[src/rtl/tw_loader_pkg.sv]
package tw_loader_pkg;
    localparam int unsigned DIV_W_SHORT = 14;
    localparam int unsigned DIV_W_LONG  = 15;
    localparam int unsigned PORT_W      = 4;
    localparam int unsigned WORD_SHORT  = DIV_W_SHORT + PORT_W;
    localparam int unsigned WORD_LONG   = DIV_W_LONG + PORT_W;
    localparam int unsigned CNT_W       = $clog2(WORD_LONG + 1);

    typedef enum logic [1:0] {
        ST_IDLE   = 2'd0,
        ST_SHIFT  = 2'd1,
        ST_COMMIT = 2'd2
    } ld_state_e;
endpackage

[src/rtl/tw_sync.sv]
module tw_sync #(
    parameter int unsigned WIDTH = 4
) (
    input  logic             clk_i,
    input  logic             rst_ni,
    input  logic [WIDTH-1:0] async_i,
    output logic [WIDTH-1:0] sync_o
);
    logic [WIDTH-1:0] stage1_q;
    logic [WIDTH-1:0] stage2_q;

    // One independent two-flop chain per input line.
    for (genvar g = 0; g < WIDTH; g++) begin : g_chain
        always_ff @(posedge clk_i or negedge rst_ni) begin
            if (!rst_ni) begin
                stage1_q[g] <= 1'b0;
                stage2_q[g] <= 1'b0;
            end else begin
                stage1_q[g] <= async_i[g];
                stage2_q[g] <= stage1_q[g];
            end
        end
    end

    assign sync_o = stage2_q;
endmodule

[src/rtl/tw_shifter.sv]
module tw_shifter
    import tw_loader_pkg::*;
(
    input  logic                 clk_i,
    input  logic                 rst_ni,
    input  logic                 clear_i,
    input  logic                 shift_i,
    input  logic                 bit_i,
    output logic [WORD_LONG-1:0] word_o,
    output logic [CNT_W-1:0]     count_o
);
    logic [WORD_LONG-1:0] sr_q;
    logic [CNT_W-1:0]     cnt_q;

    always_ff @(posedge clk_i or negedge rst_ni) begin
        if (!rst_ni) begin
            sr_q  <= '0;
            cnt_q <= '0;
        end else if (clear_i) begin
            cnt_q <= '0;
        end else if (shift_i) begin
            sr_q <= {sr_q[WORD_LONG-2:0], bit_i};
            // Saturate: once a full long word is in, older bits drop off the top.
            if (cnt_q != CNT_W'(WORD_LONG)) begin
                cnt_q <= cnt_q + 1'b1;
            end
        end
    end

    assign word_o  = sr_q;
    assign count_o = cnt_q;

    // the register only moves when the controller asks it to.
    a_r2_hold_without_shift : assert property (@(posedge clk_i) disable iff (!rst_ni)
        !shift_i |=> $stable(sr_q));

    // the count never exceeds the longest word.
    a_r7_count_bounded : assert property (@(posedge clk_i) disable iff (!rst_ni)
        cnt_q <= CNT_W'(WORD_LONG));
endmodule

[src/rtl/tw_loader_fsm.sv]
module tw_loader_fsm
    import tw_loader_pkg::*;
(
    input  logic                  clk_i,
    input  logic                  rst_ni,
    input  logic                  en_s_i,
    input  logic                  bclk_s_i,
    input  logic                  mode_s_i,
    input  logic [WORD_LONG-1:0]  word_i,
    input  logic [CNT_W-1:0]      count_i,
    output logic                  clear_o,
    output logic                  shift_o,
    output logic [DIV_W_LONG-1:0] divisor_o,
    output logic [PORT_W-1:0]     port_o
);
    ld_state_e state_q, state_d;
    logic      bclk_prev_q;
    logic      bclk_rise;
    logic      enough;
    logic      load;

    logic [DIV_W_LONG-1:0] div_q, div_d;
    logic [PORT_W-1:0]     port_q, port_d;

    assign bclk_rise = bclk_s_i & ~bclk_prev_q;

    // State register.
    always_ff @(posedge clk_i or negedge rst_ni) begin
        if (!rst_ni) begin
            state_q     <= ST_IDLE;
            bclk_prev_q <= 1'b0;
        end else begin
            state_q     <= state_d;
            bclk_prev_q <= bclk_s_i;
        end
    end

    // Next state and datapath controls.
    always_comb begin
        state_d = state_q;
        clear_o = 1'b0;
        shift_o = 1'b0;
        unique case (state_q)
            ST_IDLE: begin
                if (en_s_i) begin
                    state_d = ST_SHIFT;
                    clear_o = 1'b1;
                end
            end
            ST_SHIFT: begin
                if (!en_s_i) begin
                    state_d = ST_COMMIT;
                end else begin
                    shift_o = bclk_rise;
                end
            end
            ST_COMMIT: begin
                state_d = ST_IDLE;
            end
            default: begin
                state_d = ST_IDLE;
            end
        endcase
    end

    // Decode of the held word and holding-register next values.
    assign enough = mode_s_i ? (count_i >= CNT_W'(WORD_SHORT))
                             : (count_i >= CNT_W'(WORD_LONG));
    assign load   = (state_q == ST_COMMIT) && enough;

    always_comb begin
        div_d  = div_q;
        port_d = port_q;
        if (load) begin
            port_d = word_i[PORT_W-1:0];
            if (mode_s_i) begin
                div_d = {{(DIV_W_LONG-DIV_W_SHORT){1'b0}},
                         word_i[WORD_SHORT-1:PORT_W]};
            end else begin
                div_d = word_i[WORD_LONG-1:PORT_W];
            end
        end
    end

    // Output (holding) registers.
    always_ff @(posedge clk_i or negedge rst_ni) begin
        if (!rst_ni) begin
            div_q  <= '0;
            port_q <= '0;
        end else begin
            div_q  <= div_d;
            port_q <= port_d;
        end
    end

    assign divisor_o = div_q;
    assign port_o    = port_q;

    // outside the commit state the outputs do not move.
    a_r3_hold_outside_commit : assert property (@(posedge clk_i) disable iff (!rst_ni)
        (state_q != ST_COMMIT) |=> ($stable(div_q) && $stable(port_q)));

    // a short word leaves the outputs alone.
    a_r8_short_word_kept : assert property (@(posedge clk_i) disable iff (!rst_ni)
        (state_q == ST_COMMIT && !enough) |=> ($stable(div_q) && $stable(port_q)));

    // the short format never sets the top divisor bit.
    a_r4_short_msb_zero : assert property (@(posedge clk_i) disable iff (!rst_ni)
        (state_q == ST_COMMIT && enough && mode_s_i) |=> (div_q[DIV_W_LONG-1] == 1'b0));

    // commit is only reached from shifting.
    a_r1_commit_from_shift : assert property (@(posedge clk_i) disable iff (!rst_ni)
        (state_q == ST_COMMIT) |-> ($past(state_q) == ST_SHIFT));

    // no shifting outside the shift state.
    a_r2_no_shift_idle : assert property (@(posedge clk_i) disable iff (!rst_ni)
        (state_q != ST_SHIFT) |-> !shift_o);
endmodule

[src/rtl/tw_word_loader.sv]
module tw_word_loader
    import tw_loader_pkg::*;
(
    input  logic                  clk_i,
    input  logic                  rst_ni,
    input  logic                  bus_clk_i,
    input  logic                  bus_dat_i,
    input  logic                  bus_en_i,
    input  logic                  mode_short_i,
    output logic [DIV_W_LONG-1:0] divisor_o,
    output logic [PORT_W-1:0]     port_o
);
    localparam int unsigned N_LINES = 4;

    logic [N_LINES-1:0]   raw;
    logic [N_LINES-1:0]   synced;
    logic                 clear;
    logic                 shift;
    logic [WORD_LONG-1:0] word;
    logic [CNT_W-1:0]     count;

    assign raw = {mode_short_i, bus_en_i, bus_clk_i, bus_dat_i};

    tw_sync #(.WIDTH(N_LINES)) u_sync (
        .clk_i   (clk_i),
        .rst_ni  (rst_ni),
        .async_i (raw),
        .sync_o  (synced)
    );

    tw_shifter u_shift (
        .clk_i   (clk_i),
        .rst_ni  (rst_ni),
        .clear_i (clear),
        .shift_i (shift),
        .bit_i   (synced[0]),
        .word_o  (word),
        .count_o (count)
    );

    tw_loader_fsm u_fsm (
        .clk_i     (clk_i),
        .rst_ni    (rst_ni),
        .en_s_i    (synced[2]),
        .bclk_s_i  (synced[1]),
        .mode_s_i  (synced[3]),
        .word_i    (word),
        .count_i   (count),
        .clear_o   (clear),
        .shift_o   (shift),
        .divisor_o (divisor_o),
        .port_o    (port_o)
    );
endmodule

[config.mk]
export PLATFORM = sky130hd
export DESIGN_NAME = tw_word_loader
export DESIGN_NICKNAME = d
export VERILOG_FILES = /design/src/rtl/tw_loader_pkg.sv /design/src/rtl/tw_sync.sv /design/src/rtl/tw_shifter.sv /design/src/rtl/tw_loader_fsm.sv /design/src/rtl/tw_word_loader.sv
export SDC_FILE = /design/constraint.sdc
export NUM_CORES = 1
export LEC_CHECK = 0
export BUFFER_PORTS_ARGS = -buffer_cell sky130_fd_sc_hd__buf_2
export CAP_MARGIN = 5
export CELL_PAD_IN_SITES_DETAIL_PLACEMENT = 1
export CELL_PAD_IN_SITES_GLOBAL_PLACEMENT = 1
export CORE_ASPECT_RATIO = 1.2
export CORE_MARGIN = 2
export CORE_UTILIZATION = 45
export CTS_BUF_LIST = sky130_fd_sc_hd__clkbuf_8
export DETAILED_ROUTE_END_ITERATION = 6
export GPL_TIMING_DRIVEN = 0
export PLACE_DENSITY = 0.73
export SLEW_MARGIN = 15
export SYNTH_ARGS = -nofsm -noshare
export SYNTH_HDL_FRONTEND = slang
export SYNTH_SLANG_ARGS = --single-unit
[constraint.sdc]
create_clock -name clk_i -period 2.25 [get_ports clk_i]
set_input_delay 0.1125 -clock clk_i [delete_from_list [all_inputs] [get_ports clk_i]]
set_output_delay 0.1125 -clock clk_i [all_outputs]
set_load 0.05 [all_outputs]
* Yosys cells after proc, flatten, opt, wreduce, memory -nomap -nowiden
Cells that the tools add are included.
Widths: inputs -> output; s select.
** Storage, ports and cells
- Word-level logic and storage cells :: 44
- Flip-flop bits (word level) :: 54
- Input port bits :: 6
** Cells by class
- Add/sub/neg operators :: 1
- Bitwise gates (word level) :: 3
- Reductions and logical operators :: 7
- Equal/unequal tests :: 5
- Order comparisons :: 2
- Muxes and demuxes :: 12
** Operator list (count)
- $mux 15 :: 1
- $mux 5 :: 3
- $ge 5x5->1 const B :: 2
- $reduce_and 2->1 :: 3
- $add 5x1->5 const B :: 1
- $mux 1 :: 5
- $ne 5x5->1 const B :: 1
- $mux 2 :: 2
- $ne 2x2->1 const B :: 2
- $pmux 2 s2 :: 1
- $reduce_bool 2->1 :: 2
- $eq 2x1->1 const B :: 1
- $eq 2x2->1 const B :: 1
- $logic_not 2->1 :: 1
- $not 1->1 :: 2
- $and 1x1->1 :: 1
- $logic_and 1x1->1 :: 1

* Logic depth before layout (Yosys ltp)
- Word-level depth :: 6
- Gate-level depth with buffers :: 7

* Cells and area by module
Synthesis repeated with hierarchy kept, for this count alone.
** Second synthesis, totals
- Cell total of the unflattened synthesis :: 128
- Area total of the unflattened synthesis :: 2134.5 um2
** Modules (own cells, without submodules)
- tw_shifter :: cells each 67, area each 1036.0 um2, times used 1, seq. area each 600.6 um2
- tw_loader_fsm :: cells each 53, area each 898.4 um2, times used 1, seq. area each 550.5 um2
- tw_sync :: cells each 8, area each 200.2 um2, times used 1, seq. area each 200.2 um2

* Worst setup path after synthesis
No wires, ideal clock.
- Path type :: register -> register
- Start point :: register u_shift.cnt_q[0] (netlist: u_shift.count_o[0])
- End point :: register u_fsm.div_q[11] (netlist: u_fsm.divisor_o[11])
- Arrival :: 1.502 ns
- Period minus slack after synthesis :: 1.631 ns
- Path slack :: 0.619 ns
- Buffers on the path :: 2
- Data required time :: 2.121 ns
- Cell stages (with the launch flop) :: 7
- Cells stage by stage :: dfrtp_1 ha_1 nor3_2 a22o_1 buf_2 buf_6 o22ai_1
** On the way
- Cells in the longest elaborated chain, start to end :: 3
** Ends and longest elaborated chain
- start, declared :: RTL line tw_shifter.sv:13 : logic [CNT_W-1:0] cnt_q;
- start signal, assigned :: RTL line tw_shifter.sv:25 : cnt_q <= cnt_q + 1'b1;
- $ge 5x5->1, on equally long branches :: RTL line tw_loader_fsm.sv:68, tw_loader_fsm.sv:67
- $mux 1 * :: RTL line tw_loader_fsm.sv:67 : assign enough = mode_s_i ? (count_i >= CNT_W'(WORD_SHORT))
- $logic_and 1x1->1 * :: RTL line tw_loader_fsm.sv:69 : assign load = (state_q == ST_COMMIT) && enough;
- end signal, assigned :: RTL line tw_loader_fsm.sv:91 : div_q <= div_d;
- end, declared :: RTL line tw_loader_fsm.sv:22 : logic [DIV_W_LONG-1:0] div_q, div_d;
Mark *: on every way between the ends. The rest lies on a longest branch, timed or not.
A chain may end at the register's enable or synchronous reset.

* Final worst setup path
- Start point :: register u_shift.cnt_q[0] (netlist: u_shift.count_o[0])
- End point :: register u_fsm.port_q[1] (netlist: u_fsm.port_o[1])
** On the way
- Cells in the longest elaborated chain, start to end :: 3
** Ends and longest elaborated chain
- $ge 5x5->1, on equally long branches :: RTL line tw_loader_fsm.sv:68, tw_loader_fsm.sv:67
- $mux 1 * :: RTL line tw_loader_fsm.sv:67
- $logic_and 1x1->1 * :: RTL line tw_loader_fsm.sv:69
- end signal, assigned :: RTL line tw_loader_fsm.sv:92 : port_q <= port_d;
- end, declared :: RTL line tw_loader_fsm.sv:23 : logic [PORT_W-1:0] port_q, port_d;
Marked as above.

==> metrics.md <==
| Metric | Value |
|---|---|
| Status | `completed` |
| Final GP Congestion | `0.769` |
| Syn Nets | `188` |
| Pre-antenna DRT Iters | `3` |
| TritonCTS buffer count | `5` |
| Dpl cells | `262` |
| Simple-gate portion of the synthesized area | `8.65%` |
| First-pass GRT wire length | `7670 um` |
| Synth Area in Compound Gates | `13.2%` |
| Most frequent cells in the layout | `dfrtp_1, buf_2, nand2_1` |
| Synth warn | `0` |
| Mux share of post-synthesis cell area | `11.6%` |
| Largest family of logic cells by synthesized area | `compound AO/OA/AOI/OAI gates` |
| Setup_tns | `0 ns` |
| Slew @ Worst Pin | `0.664 ns` |
| Syn Std Cell Area | `0.00220 mm^2` |
| Final Max Tran Viols | `0` |
| Crit path capture type | `flop` |
| Core Util, Final | `54.7%` |
| Critical path data required time | `2.43 ns` |
| Hold Path Class | `reg -> reg` |
| Antenna violations before repair | `0` |
| Unrepaired setup endpoints after global routing | `false` |
| Slew headroom | `55.8%` |
| Number of port buffers | `24` |
| Clock sinks | `54` |
| Most common cell after layout, fill and taps aside | `dfrtp_1` |
| CTS HTree Levels | `2` |
| Clock-pin slew on the worst setup and hold paths | `0.09 ns` |
| XOR/XNOR share of the synthesized area | `0%` |
| CORE AREA | `0.00466 mm^2` |
| Maximum number of pins on one net before global-route repair | `55` |
| Gr usage total | `19.1%` |
| Clock skew | `0.00790 ns` |
| Leak Pwr | `1.21 nW` |
| Routed vias/inst | `5.49` |
| Routed WL | `4620 um` |
| Gate count of the mapped netlist | `180` |
| Peak VDD IR | `468 uV` |
| Layout Cells excl Fill | `275` |
| # DRC | `0` |
| Die area | `0.00546 mm^2` |
| CTS tree | `built` |
| Syn avg cell area | `12.2 um^2` |
| Vias after detailed routing | `1,510` |
| Max-cap viol count | `0` |
| Yosys cell types | `31` |
| Vias in the first global route | `1,613` |
| Worst-Skew Late Latency | `0.30 ns` |
| Avg WL per Cell | `16.8 um` |
| Crit path kind | `reg -> reg` |
| DRT iter0 DRCs | `42` |
| Cell taking the most area after synthesis | `dfrtp_1` |
| ANT nets after route | `0` |
| CP arrival | `2.10 ns` |
| Initial Utilization | `47.2%` |
| Fmax | `520 MHz` |
| Worst-case clock buffer depth | `2` |
| Post-synth top area share | `61.5%` |
| Die span in y | `80.6 um` |
| Die W | `67.8 um` |
| Syn-to-layout area delta | `16.0%` |
| Layout cell share with drive strength beyond 1 | `28.1%` |
| # IOs | `25` |
| Critical-path maximum fanout | `10` |
| Crit start category | `flop` |
| Nets@finish | `224` |
| HPWL after DPL | `3270 um` |
| Sequential area share after synthesis | `61.5%` |
| Post-synthesis adder-cell area fraction | `1.14%` |
| Final worst path period need | `1.92 ns` |
| Power Density | `685 mW/mm^2` |
| Antenna Cells | `0` |
| Top post-synthesis cells by area | `dfrtp_1, mux2_2, o22ai_1` |
| Root buffer cell | `clkbuf_8` |
| Final Cycle Share | `85.4%` |
| Yosys reg bits | `54` |
| GR Overflow Total | `0` |
| Num rows | `27` |
| Final Hold Vio Count | `0` |
| Final setup viols | `0` |
per-layer routing:
metal / part of all wire, % / vias up / global-route usage (%)
li1: - / 716 / -
met5: 0 / - / 0
met4: 1.0 / 0 / 5.40
met3: 2.8 / 6 / 4.20
met1: 42 / 770 / 22.3
met2: 54 / 18 / 34.5
synthesized netlist by cell type, drive strengths merged:
cell and number:
nand3 1, nand4b 2, mux2 19, o22ai 19, a31o 1, o31ai 1
or4 1, ha 2, o21ai 19, nand2 23, a311oi 1, inv 5
nand3b 2, buf 9, a21boi 1, nor3b 1, mux2i 4, o311a 1
dfrtp 54, a21oi 1, and3b 1, or3b 1, a22o 1, nand2b 1
clkbuf 3, a211oi 1, nor3 3, nor2 2
worst paths after layout:
kind,start,end,depth (start not counted),slack (ns)
min in group asynchronous,rst_ni,u_shift.word_o[10],2,0.38
max in group asynchronous,rst_ni,u_sync.sync_o[3],2,1.42
max reg2reg,u_shift.count_o[0],u_fsm.port_o[1],5,0.33
min,u_sync.stage1_q[0],u_sync.sync_o[0],0,0.36
max,u_shift.count_o[0],u_fsm.port_o[1],5,0.33
min reg2reg,u_sync.stage1_q[0],u_sync.sync_o[0],0,0.36
flip-flops by register name, indices dropped and copies added (netlist names):
signal,flops
u_fsm.bclk_prev_q,1
u_fsm.divisor_o,15
u_fsm.port_o,4
u_fsm.state_q,2
u_shift.count_o,5
u_shift.word_o,19
u_sync.stage1_q,4
u_sync.sync_o,4
where the power goes:
part           leakage [nW]  internal [mW]  switching [mW]
logic                 0.421         0.0427          0.0470
clock network        0.0607          0.324           0.296
registers             0.726           1.01          0.0312
total                  1.21           1.37           0.374
per-stage QoR:
stage | hold slack [ns] | instance area, um^2 | setup slack, ns | total power, mW
floorplan | -0.183 | 2200 | 0.619 | 1.10
global placement | 0.220 | 2390 | 0.424 | 1.13
detailed placement | 0.222 | 2390 | 0.322 | 1.14
CTS | 0.0829 | 2540 | 0.307 | 1.78
global route | 0.366 | 2550 | 0.173 | 1.83
finish | 0.357 | 2550 | 0.328 | 1.75
area by class of cell:
type / instances / area, um^2
multi-input cells: 109 / 759
fillers: 492 / 2110
well taps: 58 / 72.6
repair buffers: 29 / 173
flip-flops and latches: 54 / 1350
inverters: 5 / 18.8
clock buffers: 5 / 68.8
plain buffers: 12 / 68.8
clock inverters: 3 / 37.5
what timing repair did:
item                      4_1_cts  5_1_grt
resized for setup               0        0
buffers inserted                0        0
hold buffers                    4        1
hold endpoints to repair        4       54
worst max-delay path: stages, from the launching register on:
cell      delay, ns
dfrtp_1        0.45
ha_1           0.34
mux2i_1        0.19
a211oi_4       0.52
buf_6          0.22
o22ai_1        0.08
kinds of logic after synthesis:
kind of cell	after synthesis
flops	54
compound gates	46
simple gates	38
mux	23
buf+inv	17
fa+ha+maj	2
(Power assumes the default switching activity.)
